[src/rtl/wmask_pkg.sv]
package wmask_pkg;

    typedef enum logic [1:0] {
        LM_B8  = 2'd0,
        LM_B16 = 2'd1,
        LM_B32 = 2'd2,
        LM_B64 = 2'd3
    } lane_mode_e;

    typedef enum logic [1:0] {
        OV_NONE  = 2'd0,
        OV_LOWER = 2'd1,
        OV_UPPER = 2'd2,
        OV_RSVD  = 2'd3
    } ovr_e;

    // Number of slice widths that lane grouping can take (1, 2, 4 slices)
    localparam int unsigned NUM_GROUPINGS = 3;

    function automatic logic is_wide(lane_mode_e m);
        return (m == LM_B32) || (m == LM_B64);
    endfunction

    function automatic logic is_halving(ovr_e o);
        return (o == OV_LOWER) || (o == OV_UPPER);
    endfunction

    // Index of the grouping (log2 of slices per lane) used by a mode
    function automatic logic [1:0] grouping_of(lane_mode_e m);
        case (m)
            LM_B32:  return 2'd1;
            LM_B64:  return 2'd2;
            default: return 2'd0;
        endcase
    endfunction

endpackage

[src/rtl/wmask_restrict.sv]
module wmask_restrict
    import wmask_pkg::*;
#(
    parameter int unsigned NUM_SLICES = 8
) (
    input  lane_mode_e            mode,
    input  ovr_e                  ovr,
    input  logic [NUM_SLICES-1:0] mask_in,
    output logic [NUM_SLICES-1:0] mask_out
);
    localparam int unsigned HALF = NUM_SLICES / 2;

    logic [NUM_SLICES-1:0] keep;

    always_comb begin
        keep = '1;
        if (is_wide(mode)) begin
            if (ovr == OV_LOWER)      keep = {{(NUM_SLICES-HALF){1'b0}}, {HALF{1'b1}}};
            else if (ovr == OV_UPPER) keep = {{(NUM_SLICES-HALF){1'b1}}, {HALF{1'b0}}};
        end
        mask_out = mask_in & keep;
    end
endmodule

[src/rtl/wmask_lane_expand.sv]
module wmask_lane_expand #(
    parameter int unsigned NUM_SLICES  = 8,
    parameter int unsigned LANE_SLICES = 2
) (
    input  logic [NUM_SLICES-1:0] mask,
    output logic [NUM_SLICES-1:0] slice_en,
    output logic                  mismatch
);
    localparam int unsigned NUM_LANES = NUM_SLICES / LANE_SLICES;

    logic [NUM_LANES-1:0] lane_bad;

    for (genvar k = 0; k < NUM_LANES; k++) begin : g_lane
        logic leader;
        logic [LANE_SLICES-1:0] bits;
        assign bits   = mask[k*LANE_SLICES +: LANE_SLICES];
        assign leader = bits[0];
        assign slice_en[k*LANE_SLICES +: LANE_SLICES] = {LANE_SLICES{leader}};
        assign lane_bad[k] = |(bits ^ {LANE_SLICES{leader}});
    end

    assign mismatch = |lane_bad;
endmodule

[src/rtl/wmask_byte_path.sv]
module wmask_byte_path #(
    parameter int unsigned NUM_SLICES = 8
) (
    input  logic [NUM_SLICES-1:0]   mask,
    input  logic                    upper,
    output logic [2*NUM_SLICES-1:0] byte_en
);
    for (genvar i = 0; i < NUM_SLICES; i++) begin : g_byte
        assign byte_en[i]            = mask[i] & ~upper;
        assign byte_en[i+NUM_SLICES] = mask[i] & upper;
    end
endmodule

[src/rtl/wmask_gen.sv]
module wmask_gen
    import wmask_pkg::*;
#(
    parameter int unsigned NUM_SLICES  = 8,
    parameter int unsigned SLICE_BYTES = 2
) (
    input  logic [1:0]                        lane_mode,
    input  logic [NUM_SLICES-1:0]             dst_mask,
    input  logic [1:0]                        dst_ovr,
    output logic [NUM_SLICES*SLICE_BYTES-1:0] byte_en,
    output logic [2:0]                        res_lg2w,
    output logic                              enc_err
);
    localparam int unsigned NUM_BYTES = NUM_SLICES * SLICE_BYTES;
    localparam int unsigned HALF_B    = NUM_BYTES / 2;

    lane_mode_e mode;
    ovr_e       ovr;
    assign mode = lane_mode_e'(lane_mode);
    assign ovr  = ovr_e'(dst_ovr);

    logic [NUM_SLICES-1:0] mask_r;

    wmask_restrict #(.NUM_SLICES(NUM_SLICES)) u_restrict (
        .mode     (mode),
        .ovr      (ovr),
        .mask_in  (dst_mask),
        .mask_out (mask_r)
    );

    logic [NUM_SLICES-1:0] slice_v [NUM_GROUPINGS];
    logic [NUM_GROUPINGS-1:0] mism_v;

    for (genvar g = 0; g < NUM_GROUPINGS; g++) begin : g_group
        wmask_lane_expand #(
            .NUM_SLICES  (NUM_SLICES),
            .LANE_SLICES (1 << g)
        ) u_expand (
            .mask     (mask_r),
            .slice_en (slice_v[g]),
            .mismatch (mism_v[g])
        );
    end

    logic [NUM_BYTES-1:0] bp_en;

    wmask_byte_path #(.NUM_SLICES(NUM_SLICES)) u_bytes (
        .mask    (dst_mask),
        .upper   (ovr == OV_UPPER),
        .byte_en (bp_en)
    );

    logic [1:0]            grp;
    logic [NUM_SLICES-1:0] slice_sel;
    logic [NUM_BYTES-1:0]  slice_bytes;
    logic                  byte_ovr;

    assign grp       = grouping_of(mode);
    assign slice_sel = slice_v[grp];
    assign byte_ovr  = (mode == LM_B8) && is_halving(ovr);

    for (genvar b = 0; b < NUM_BYTES; b++) begin : g_spread
        assign slice_bytes[b] = slice_sel[b / SLICE_BYTES];
    end

    assign byte_en  = byte_ovr ? bp_en : slice_bytes;
    assign res_lg2w = 3'(3 + {1'b0, lane_mode}) - {2'b00, is_halving(ovr)};
    assign enc_err  = (ovr == OV_RSVD)
                    || ((mode == LM_B8) && (ovr != OV_NONE))
                    || mism_v[grp];

    always_comb begin
        p_rsvd_err_r8: assert (!(dst_ovr == 2'd3) || enc_err)
            else $error("reserved override without error");
        p_lower_half_r4: assert (!(lane_mode[1] && dst_ovr == 2'd1) || byte_en[NUM_BYTES-1:HALF_B] == '0)
            else $error("lower override wrote upper half");
        p_upper_half_r4: assert (!(lane_mode[1] && dst_ovr == 2'd2) || byte_en[HALF_B-1:0] == '0)
            else $error("upper override wrote lower half");
        p_byte_ovr_err_r7: assert (!(lane_mode == 2'd0 && dst_ovr != 2'd0) || enc_err)
            else $error("byte-mode override without error");
        p_b16_noerr_r10: assert (!(lane_mode == 2'd1 && dst_ovr != 2'd3) || !enc_err)
            else $error("16-bit mode flagged");
        p_width_r9: assert (res_lg2w >= 3'd2 && res_lg2w <= 3'd6)
            else $error("width out of range");
    end
endmodule

[config.mk]
export PLATFORM = sky130hd
export DESIGN_NAME = wmask_gen
export DESIGN_NICKNAME = d
export VERILOG_FILES = /design/src/rtl/wmask_pkg.sv /design/src/rtl/wmask_restrict.sv /design/src/rtl/wmask_lane_expand.sv /design/src/rtl/wmask_byte_path.sv /design/src/rtl/wmask_gen.sv
export SDC_FILE = /design/constraint.sdc
export NUM_CORES = 1
export LEC_CHECK = 0
export BUFFER_PORTS_ARGS = -buffer_cell sky130_fd_sc_hd__buf_2
export CAP_MARGIN = 20
export CORE_MARGIN = 2
export CORE_UTILIZATION = 25
export DETAILED_ROUTE_END_ITERATION = 10
export PLACE_DENSITY = 0.5
export SKIP_LAST_GASP = 1
export SYNTH_ARGS = -nofsm -noshare
export SYNTH_HDL_FRONTEND = slang
export SYNTH_SLANG_ARGS = --single-unit
export TNS_END_PERCENT = 5
[constraint.sdc]
create_clock -name vclk -period 1.5
set_input_delay 0.15 -clock vclk [all_inputs]
set_output_delay 0.15 -clock vclk [all_outputs]
set_load 0.005 [all_outputs]
# == Word level (Yosys, flattened, before mapping) ==
# Index checks and enable logic that the tools add are counted.
# op_classes
add_sub_neg,2
n_lt_le_gt_ge,2
n_eq_ne,5
n_mux,10
n_bitwise,25
n_reduce_logical,10
# op_table
op,count
8-bit 2-to-1 mux,4
1-bit bitwise AND,16
8-bit binary-select mux with 2-bit select,1
16-bit 2-to-1 mux,1
8-bit OR reduction,2
8-bit bitwise AND,1
"2-bit equality test, second input constant",4
2-bit XOR,4
4-bit XOR,2
1-bit logical OR,4
4-bit 2-to-1 mux,1
2-bit one-hot mux with 2 select lines,1
"2-bit by 2-bit adder with 3-bit output, first input constant",1
"3-bit greater-or-equal comparator, second input constant",1
"2-bit by 3-bit less-than comparator with 1-bit output, second input constant",1
2-bit NOT with 3-bit output,1
3-bit by 1-bit subtractor with 3-bit output,1
1-bit binary-select mux with 2-bit select,1
"2-bit by 1-bit equality test with 1-bit output, second input constant",1
1-bit logical AND,2
2-bit zero test,1
2-bit nonzero test,1
1-bit 2-to-1 mux,1
1-bit NOT,1
# totals
reg_bits,0
elab_cells,54

# == Depth between registers and ports, before layout ==
# logic_depth
ltp_word,10
depth_mapped,7

# == Cells and area by module ==
# A second synthesis with hierarchy kept.
# unflattened
hier_cells,128
hier_area_um2,952.2
# modules_own_cells
mod,n_inst,cells_each,area_per_inst_um2,seq_area_each_um2
wmask_gen,1,65,490.5,0.0
wmask_byte_path,1,17,118.9,0.0
wmask_lane_expand at g_group[2].u_expand,1,13,105.1,0.0
wmask_lane_expand at g_group[1].u_expand,1,13,101.3,0.0
wmask_lane_expand at g_group[0].u_expand,1,10,71.3,0.0
wmask_restrict,1,10,65.1,0.0

# == Least setup slack after synthesis ==
# Ideal clock, no wire load.
# synth_path
kind,input -> output
startpoint,input port dst_ovr[0]
endpoint,output port byte_en[8]
arrival_time_ns,1.203
setup_slack_ns,0.147
path_stages,6
n_path_buf,1
path_cell_list,inv_1 -> ha_1 -> nor2b_2 -> and3_1 -> clkbuf_4 -> a32o_1
# synth_between
elab_chain_len,8
elab_cells_between_ends,12
# synth_lines
element,line_no,source
"start, declared",wmask_gen.sv:9,"input logic [1:0] dst_ovr,"
2-bit by 1-bit equality test with 1-bit output,"wmask_pkg.sv:25, wmask_restrict.sv:18",
8-bit 2-to-1 mux,wmask_restrict.sv:18,"if (ovr == OV_LOWER) keep = {{(NUM_SLICES-HALF){1'b0}}, {HALF{1'b1}}};"
8-bit 2-to-1 mux,wmask_restrict.sv:17,if (is_wide(mode)) begin
8-bit bitwise AND,wmask_restrict.sv:21,mask_out = mask_in & keep;
8-bit binary-select mux with 2-bit select,wmask_gen.sv:59,assign slice_sel = slice_v[grp];
8-bit 2-to-1 mux (implied by the code) (2 in series),wmask_gen.sv:59,
16-bit 2-to-1 mux *,wmask_gen.sv:66,assign byte_en = byte_ovr ? bp_en : slice_bytes;
"end, declared",wmask_gen.sv:10,"output logic [NUM_SLICES*SLICE_BYTES-1:0] byte_en,"
# Mark *: on every way between the ends. The rest lies on a longest branch, timed or not. The select of a mux whose other input is x is not followed.

# == Final worst setup path ==
# layout_path
startpoint,input port dst_ovr[1]
endpoint,output port byte_en[9]
# The elaborated chain is that of the path after synthesis.

==> metrics.md <==
| Metric | Value |
|---|---|
| Number of global-route vias before repair | `642` |
| Status | `finished, final reports clean` |
| Dpl hpwl | `around 1400 um` |
| Crit Path Category | `in2out` |
| Largest net degree at the start of global routing | `11` |
| Startpoint types | `primary input` |
| Hold_buf cts | `0` |
| Power density cells | `328 nW/um^2` |
| HP Class | `in2out` |
| TritonRoute pass-1 iters | `4` |
| Starting DRT DRC Count | `21` |
| Post-Syn Nets | `about 100` |
| Final slew viol count | `0` |
| Period utilisation layout | `between 90% and 100%` |
| Area Growth Syn to Fin | `47.1%` |
| Post-DRT Antenna Nets | `0` |
| Worst path slowest cell | `a32o_1` |
| Maxcap violations | `0` |
| Nets | `141` |
| Post-Place Worst Slack | `-106 ps` |
| Crit path DAT | `1310 ps` |
| Peak VDD IR | `0.123 mV` |
| Count of cell types in the netlist | `27` |
| Internal power | `0.132 mW` |
| Worst slew margin | `74.4%` |
| Final hold violation count | `0` |
| Critical Path Source | `dst_ovr[1]` |
| Ports | `32` |
| Via density | `4.85` |
| Worst path cell trace | `buf_2, inv_2, ha_4, nor2b_4, nand2_1, a32o_1, buf_2` |
| Die height | `50.8 um` |
| CP most frequent cell | `buf_2` |
| Fin worst setup slack | `41.9 ps` |
| Fraction of layout cells with a size suffix above 1 | `between 40% and 50%` |
| First-pass GRT wire length | `2640 um` |
| Gr usage total | `12.5%` |
| Total grt overflow | `0` |
| Seq pwr share | `0%` |
| Mapped Avg Cell Area | `around 6.6 sq um` |
| CP Max Fanout | `6` |
| Die ar. | `roughly 2600 sq um` |
| Static Leakage | `0.457 nW` |
| Seq cells | `0` |
| WL final | `~1700 um` |
| Gate power share | `100.0%` |
| DR vias | `713` |
| Crit path max-delay family | `simple AND/OR/NAND/NOR gates` |
| ANT cells | `0` |
| Register area | `0 sq um` |
| Min-delay src | `dst_mask[5]` |
| Area of the core | `2020 sq um` |
| Finished Core Util | `39.8%` |
| Req. time, crit path | `1350 ps` |
| Register area share after synthesis | `0%` |
| Num rows | `16` |
| Synth warnings | `0` |
| Synth Cell Area | `547 sq um` |
| Slew @ Worst Pin | `383 ps` |
| CP Capture Type | `output pin` |
| Max stage delay on crit path | `~300 ps` |
| Final Setup Violations | `0` |
| Antenna violations before repair | `0` |
| Fmax | `686 MHz` |
| WP buf/inv | `3` |
| Clock power share | `0%` |
| DRC | `0` |
| Final Critical Period | `1460 ps` |
| Sw Ratio | `50.1%` |
| Die X | `between 50 and 60 um` |
| Avg WL per Cell | `11.4 um` |
| Clock buffers | `0` |
| Cell count after synthesis | `83` |
| IO buf count | `32` |
| Net switching power | `roughly 0.13 mW` |
| RD Place Congestion | `0.834` |
| Starting Density | `27.0%` |
[logic make-up (layout without fill, tap and decap cells)]
family          Yosys count  count (layout)  synth area share (%)
buf+inv                  12              49                  12.4
fa+ha+maj                 7               7                  16.0
xor+xnor                  4               4                  6.41
compound gates           25              25                  30.7
simple gates             33              33                  30.9
mux                       2               2                  3.66
[stage by stage]
stage / total power [mW] / TNS, ps / cells / hold slack [ps] / cell area, sq um
3_5_place_dp: 0.253 / -774 / 147 / 637 / 771
5_1_grt: 0.292 / -2.88 / 147 / 669 / 805
3_3_place_gp: 0.249 / -344 / 147 / 638 / 771
4_1_cts: 0.258 / -35.7 / 147 / 638 / 779
2_1_floorplan: 0.137 / 0 / 83 / 389 / 547
6_report: 0.264 / 0 / 147 / 635 / 805
[Yosys cell counts (2+ instances only)]
| cell | count | share of area, % |
|---|---|---|
| a32o_1 | 2 | 3.7 |
| buf_6 | 2 | 4.1 |
| xnor2_1 | 4 | 6.4 |
| mux2i_1 | 2 | 3.7 |
| a21oi_1 | 6 | 5.5 |
| nor3_1 | 2 | 1.8 |
| o21ai_0 | 5 | 4.6 |
| nor2_1 | 5 | 3.4 |
| nand2_1 | 12 | 8.2 |
| nor2b_1 | 3 | 3.4 |
| a21o_1 | 8 | 11 |
| nand3_1 | 2 | 1.8 |
| ha_1 | 7 | 16 |
| nand2b_1 | 3 | 3.4 |
| inv_1 | 8 | 5.5 |
[metal layers]
layer  up-vias  part of all wire [%]  global-route usage [%]
li1        366                     -                       -
met1       323                    48                    15.6
met2        24                    47                    23.7
met3         0                   4.9                   0.893
met4         0                     0                    1.80
met5         -                     0                       0
[final cells by class]
class              instances  area [sq um]
fillers                  230          1220
multi-input cells         71           513
repair buffers            41           228
well taps                 27          33.8
inverters                  8          30.0
[worst min-delay path: cells and delay by family]
kind | cells | cell delay, ps
buffers and inverters | 2 | 230
AND/OR/NAND/NOR | 2 | 100
[final timing paths]
path / depth (start not counted) / to
worst min-delay path: 4 / byte_en[13]
worst max-delay path: 7 / byte_en[9]
[layout by cell type (no fill, tap or decap), types with 4 or more instances in the layout]
cell type / netlist / layout
xnor2_1: 4 / 4
a21oi_1: 6 / 6
a21o_1: 8 / 8
o21ai_0: 5 / 5
buf_2: 0 / 32
nor2_1: 5 / 4
buf_4: 1 / 9
ha_1: 7 / 5
inv_1: 8 / 5
nand2_1: 12 / 12
[power groups by stage]
| stage | clock [mW] | combinational [mW] | sequential, mW |
|---|---|---|---|
| after global routing | 0 | 0.292 | 0 |
| final | 0 | 0.264 | 0 |
| after CTS | 0 | 0.258 | 0 |
| after detailed placement | 0 | 0.253 | 0 |
| after global placement | 0 | 0.249 | 0 |
| after floorplan | 0 | 0.137 | 0 |
[timing repair]
item | in CTS | in global routing
endpoints found under the setup margin | 12 | 14
pin swaps | 0 | 1
resized for setup | 3 | 7
setup buffers | 0 | 0
gates cloned | 0 | 0
Note: power is estimated with default switching activity, not from simulation.
